$ cat src/rtl/palette_map_pkg.sv
// Shared constants and types for the shade mapper.
// Assumes four colors per palette and palettes at consecutive addresses.
package palette_map_pkg;
    localparam int SHADE_W = 2;
    localparam int COLORS  = 1 << SHADE_W;
    localparam int PAL_W   = SHADE_W * COLORS;
    localparam int NUM_PAL = 3;

    // Palette slots; the order follows the address order
    typedef enum logic [1:0] {
        SLOT_BG  = 2'd0,
        SLOT_OB0 = 2'd1,
        SLOT_OB1 = 2'd2
    } pal_slot_e;

    typedef logic [NUM_PAL-1:0][PAL_W-1:0] pal_set_t;
    typedef logic [SHADE_W-1:0]            shade_t;

    // Pick the shade field for a color index out of one palette
    function automatic shade_t field_of(input logic [PAL_W-1:0] pal, input logic [SHADE_W-1:0] idx);
        return pal[idx*SHADE_W +: SHADE_W];
    endfunction
endpackage

$ cat src/rtl/pal_regs.sv
// Palette register file: NUM_PAL byte registers at BASE_ADDR upward.
// Writes land at the clock edge ending the strobe cycle; reads are combinational.
module pal_regs
    import palette_map_pkg::*;
#(
    parameter int          ADDR_W    = 16,
    parameter logic [15:0] BASE_ADDR = 16'hFF47
) (
    input  logic              clk,
    input  logic              rst_n,
    input  logic              wr,
    input  logic [ADDR_W-1:0] addr,
    input  logic [PAL_W-1:0]  wdata,
    output logic [PAL_W-1:0]  rdata,
    output pal_set_t          pal_q
);
    localparam logic [ADDR_W-1:0] BASE = ADDR_W'(BASE_ADDR);

    logic [NUM_PAL-1:0] hit;

    // One decoder per register slot
    for (genvar g = 0; g < NUM_PAL; g++) begin : g_dec
        assign hit[g] = (addr == BASE + ADDR_W'(g));
    end

    // Register update on a decoded write
    always_ff @(posedge clk) begin
        if (!rst_n) begin
            pal_q <= '0;
        end else if (wr) begin
            for (int i = 0; i < NUM_PAL; i++) begin
                if (hit[i]) pal_q[i] <= wdata;
            end
        end
    end

    // Readback mux; zero when no slot is addressed
    always_comb begin
        rdata = '0;
        for (int i = 0; i < NUM_PAL; i++) begin
            if (hit[i]) rdata = rdata | pal_q[i];
        end
    end
endmodule

$ cat src/rtl/pal_snap.sv
// Working copy of all palettes, loaded when a tile fetch completes.
// Samples the pre-edge register values, so a same-cycle write is not seen.
module pal_snap
    import palette_map_pkg::*;
(
    input  logic     clk,
    input  logic     rst_n,
    input  logic     load,
    input  pal_set_t pal_d,
    output pal_set_t pal_s
);
    // Capture the whole palette set per fetched tile
    always_ff @(posedge clk) begin
        if (!rst_n)    pal_s <= '0;
        else if (load) pal_s <= pal_d;
    end
endmodule

$ cat src/rtl/shade_lut.sv
// Combinational lookup of the final shade from the working palette copy.
// Object index 0 is transparent and falls back to the background shade.
module shade_lut
    import palette_map_pkg::*;
(
    input  pal_set_t           pal_s,
    input  logic [SHADE_W-1:0] bg_idx,
    input  logic [SHADE_W-1:0] obj_idx,
    input  logic               obj_sel,
    output shade_t             shade,
    output logic               obj_vis
);
    shade_t bg_shade;
    shade_t obj_shade;

    // Per-layer lookups and the layer merge
    always_comb begin
        bg_shade  = field_of(pal_s[SLOT_BG], bg_idx);
        obj_shade = obj_sel ? field_of(pal_s[SLOT_OB1], obj_idx)
                            : field_of(pal_s[SLOT_OB0], obj_idx);
        obj_vis   = |obj_idx;
        shade     = obj_vis ? obj_shade : bg_shade;
    end
endmodule

$ cat src/rtl/palette_map.sv
// Top of the shade mapper: register file, per-tile working copy, lookup.
// Assumes fetch_done pulses once per fetched tile, in the cycle it finishes.
module palette_map
    import palette_map_pkg::*;
#(
    parameter int          ADDR_W    = 16,
    parameter logic [15:0] BASE_ADDR = 16'hFF47
) (
    input  logic              clk,
    input  logic              rst_n,
    input  logic              cpu_wr,
    input  logic [ADDR_W-1:0] cpu_addr,
    input  logic [7:0]        cpu_wdata,
    output logic [7:0]        cpu_rdata,
    input  logic              fetch_done,
    input  logic [1:0]        bg_idx,
    input  logic [1:0]        obj_idx,
    input  logic              obj_pal_sel,
    output logic [1:0]        shade,
    output logic              obj_vis
);
    pal_set_t pal_q;
    pal_set_t pal_s;

    pal_regs #(.ADDR_W(ADDR_W), .BASE_ADDR(BASE_ADDR)) u_regs (
        .clk   (clk),
        .rst_n (rst_n),
        .wr    (cpu_wr),
        .addr  (cpu_addr),
        .wdata (cpu_wdata),
        .rdata (cpu_rdata),
        .pal_q (pal_q)
    );

    pal_snap u_snap (
        .clk   (clk),
        .rst_n (rst_n),
        .load  (fetch_done),
        .pal_d (pal_q),
        .pal_s (pal_s)
    );

    shade_lut u_lut (
        .pal_s   (pal_s),
        .bg_idx  (bg_idx),
        .obj_idx (obj_idx),
        .obj_sel (obj_pal_sel),
        .shade   (shade),
        .obj_vis (obj_vis)
    );
endmodule

$ cat config.mk
export PLATFORM = sky130hd
export DESIGN_NAME = palette_map
export DESIGN_NICKNAME = d
export VERILOG_FILES = /design/src/rtl/palette_map_pkg.sv /design/src/rtl/pal_regs.sv /design/src/rtl/pal_snap.sv /design/src/rtl/shade_lut.sv /design/src/rtl/palette_map.sv
export SDC_FILE = /design/constraint.sdc
export NUM_CORES = 1
export LEC_CHECK = 0
export BUFFER_PORTS_ARGS = -buffer_cell sky130_fd_sc_hd__buf_2
export CORE_UTILIZATION = 48
export CTS_BUF_LIST = sky130_fd_sc_hd__clkbuf_8 sky130_fd_sc_hd__clkbuf_16
export CTS_CLUSTER_SIZE = 10
export DETAILED_ROUTE_END_ITERATION = 8
export PLACE_DENSITY_LB_ADDON = 0.05
export SETUP_SLACK_MARGIN = 0.5
export SLEW_MARGIN = 20
export SYNTH_ARGS = -nofsm -noshare
export SYNTH_HDL_FRONTEND = slang
export SYNTH_SLANG_ARGS = --single-unit
$ cat constraint.sdc
create_clock -name clk -period 3 [get_ports clk]
set_clock_uncertainty 0.1 [all_clocks]
set_input_delay 0.45 -clock clk [delete_from_list [all_inputs] [get_ports clk]]
set_output_delay 0.45 -clock clk [all_outputs]
set_load 0.005 [all_outputs]
==> metrics.csv <==
metric,value,unit
outcome,"complete, no violations",
cts_tree,done,
crit_buf_inv,4,
holdWs,369,ps
rr_startpoint,u_regs.pal_q[19],
start_util,0.506,
synthArstFlopShare,0,
synth_nets,231,
reg2reg_slack,2190,ps
finalHoldViolCount,0,
fmax,421,MHz
ys_types,21,
grt_max_degree,53,
synthCells,198,
min_path_type,flop to flop,
pwr_density_cell,428,nW/µm²
critical_path.startpoint,cpu_addr[5],
peakVddDrop,0.000291,V
cp_top_family,simple AND/OR/NAND/NOR gates,
grt_pass1_vias,1534,
startpoint_type,primary input,
drc_errors,0,
die_w,67.2,µm
fin_nets,274,
cp-endpoint,cpu_rdata[2],
min_period,2380,ps
grt_util_all_layers,0.220,
crit_arrival,1830,ps
netlist_area,2040,µm²
synth_edf_count,0,
setup_viol,0,
htree_num_levels,2,
detail_route.wirelength,4470,µm
finalInstanceArea,2400,µm²
setup_tns,0,ps
crit_path_end_kind,output port,
cts_buffers,5,
cts_buffer_depth,2,
via_count,1564,
ys_ff_latch,44,
cp.depth,7,
ant_nets,0,
wl_per_cell,15.3,µm
max_slew_margin,0.473,
multi_input_area,1100,µm²
regArea,881,µm²
place_area,2300,µm²
syn_to_final_growth,17.7,%
cp_cell_sequence,"buf_2, or4b_4, nor4_2, buf_4, a222oi_1, inv_1, buf_2",
cp_data_required_time,2450,ps
cellLeakagePower,0.00106,µW
grt_overflow,0,
avgSynthCellArea,10.3,µm²
cts-root-buf,clkbuf_8,
vias_per_cell,5.36,
ys.flop_type,dfxtp_1,
r2r_cells,2,
cpPeakStageDelay,560,ps
grt_first_pass_wirelength,7290,µm
ys_warn_count,0,
first_pass_iters,5,
clk_pin_slew_worst_paths,70,ps
cp_max_fo,8,
portBuffers,43,
clock_sink_count,44,
worstMarginPinSlew,790,ps
critPathSlowestCell,or4b_4,
antenna_found_initial,0,
holdCritStartpoint,u_regs.pal_q[8],
fp-row-count,23,
num-fill-cells,380,
worstSetupPathType,primary input to output port,
coreArea,4030,µm²
drv_cap,0,
worstHoldPathCells,2,
timing.critical_path.mode_cell,buf_2,
drv_slew,0,
diodes,0,
post-dp-hpwl,3290,µm
yosysSeqAreaShare,0.432,
clkLatencyLatePin,290,ps
drt_iter0_drc,86,
die_area,4510,µm²
critical_path.reg2reg.endpoint,u_regs.pal_q[19],
final_layout_size_suffix_gt1_frac,0.277,
rsz0062_at_grt,no,
gp_congestion,0.799,
postCtsSetupRepairBufs,0,
fin_crit_sh,0.792,
boundaryPins,44,
die_h,67.2,µm
area by class of cell:
class,count,area share
timing repair buffer,46,0.0991
sequential,44,0.367
inverter,6,0.00939
clock buffer,6,0.0344
tap,50,0.0261
clock inverter,2,0.00469
multi-input combinational,138,0.459
how the worst min path moves through the flow:
stage	to	slack (ps)
2_1_floorplan	u_regs.pal_q[17]	330
3_3_place_gp	u_regs.pal_q[16]	340
3_5_place_dp	u_regs.pal_q[8]	360
4_1_cts	u_regs.pal_q[12]	370
5_1_grt	u_regs.pal_q[23]	380
6_report	u_regs.pal_q[8]	370
flip-flops by register name (all words and copies together), names as in the netlist:
register	cells
u_regs.pal_q	24
u_snap.pal_s	20
cell usage after synthesis (2+ instances only):
cell,n,share of area
a21oi_1,2,0.0049
nand4_1,2,0.0061
nor4_2,3,0.018
nor2b_1,20,0.061
mux4_2,4,0.044
clkbuf_1,9,0.017
dfxtp_1,44,0.43
nor2_8,3,0.029
a22oi_1,3,0.011
o21ai_0,2,0.0049
nand2_1,42,0.077
mux2i_1,46,0.23
inv_1,6,0.011
a222oi_1,5,0.025
what timing repair did:
item                       4_1_cts  5_1_grt
gates resized for setup          0        2
hold buffers                     0        0
setup endpoints to repair        0        8
power by group:
part           switching (µW)  leakage, µW  total (µW)  internal [µW]
clock                     190    0.0000486         373            184
combinational            36.6     0.000654        69.6           33.0
sequential            0.00278     0.000354         583            583
total                     226      0.00106        1030            800
placed cells by master (no fill, tap or decap), drive strengths merged, types with 3 or more instances in the layout:
cell type,count
mux2i,46
nor4,3
dfxtp,44
mux4,4
nor2b,20
nor2,3
inv,7
clkbuf,6
nand2,42
a222oi,5
buf,46
a22oi,3
kinds of logic after synthesis:
kind of cell,after synthesis,share of synthesized area
compound gates,12,0.0454
buf+inv,16,0.0313
flops,44,0.432
mux,50,0.270
simple gates,76,0.221
per-stage QoR:
stage	utilization	std cells	setup slack [ps]	power, µW
floorplan	-	198	638	635
global placement	0.570	284	543	664
detailed placement	0.570	284	510	666
CTS	0.593	292	545	1040
global route	0.595	292	532	1080
finish	0.595	292	624	1030
worst min-delay path: cells and delay by family, from the launching register on:
family	cells	cell delay, ps
and+or+nand+nor	1	50
muxes	1	50
DFF	1	320
routing by layer:
layer | wire length, µm | GRT usage | vias to the layer above
li1 | - | - | 781
met1 | 2060 | 0.280 | 744
met2 | 2210 | 0.363 | 37
met3 | 189 | 0.0574 | 2
met4 | 17 | 0.0691 | 0
met5 | 0 | 0 | -
Power figures use the tool's default switching activity.
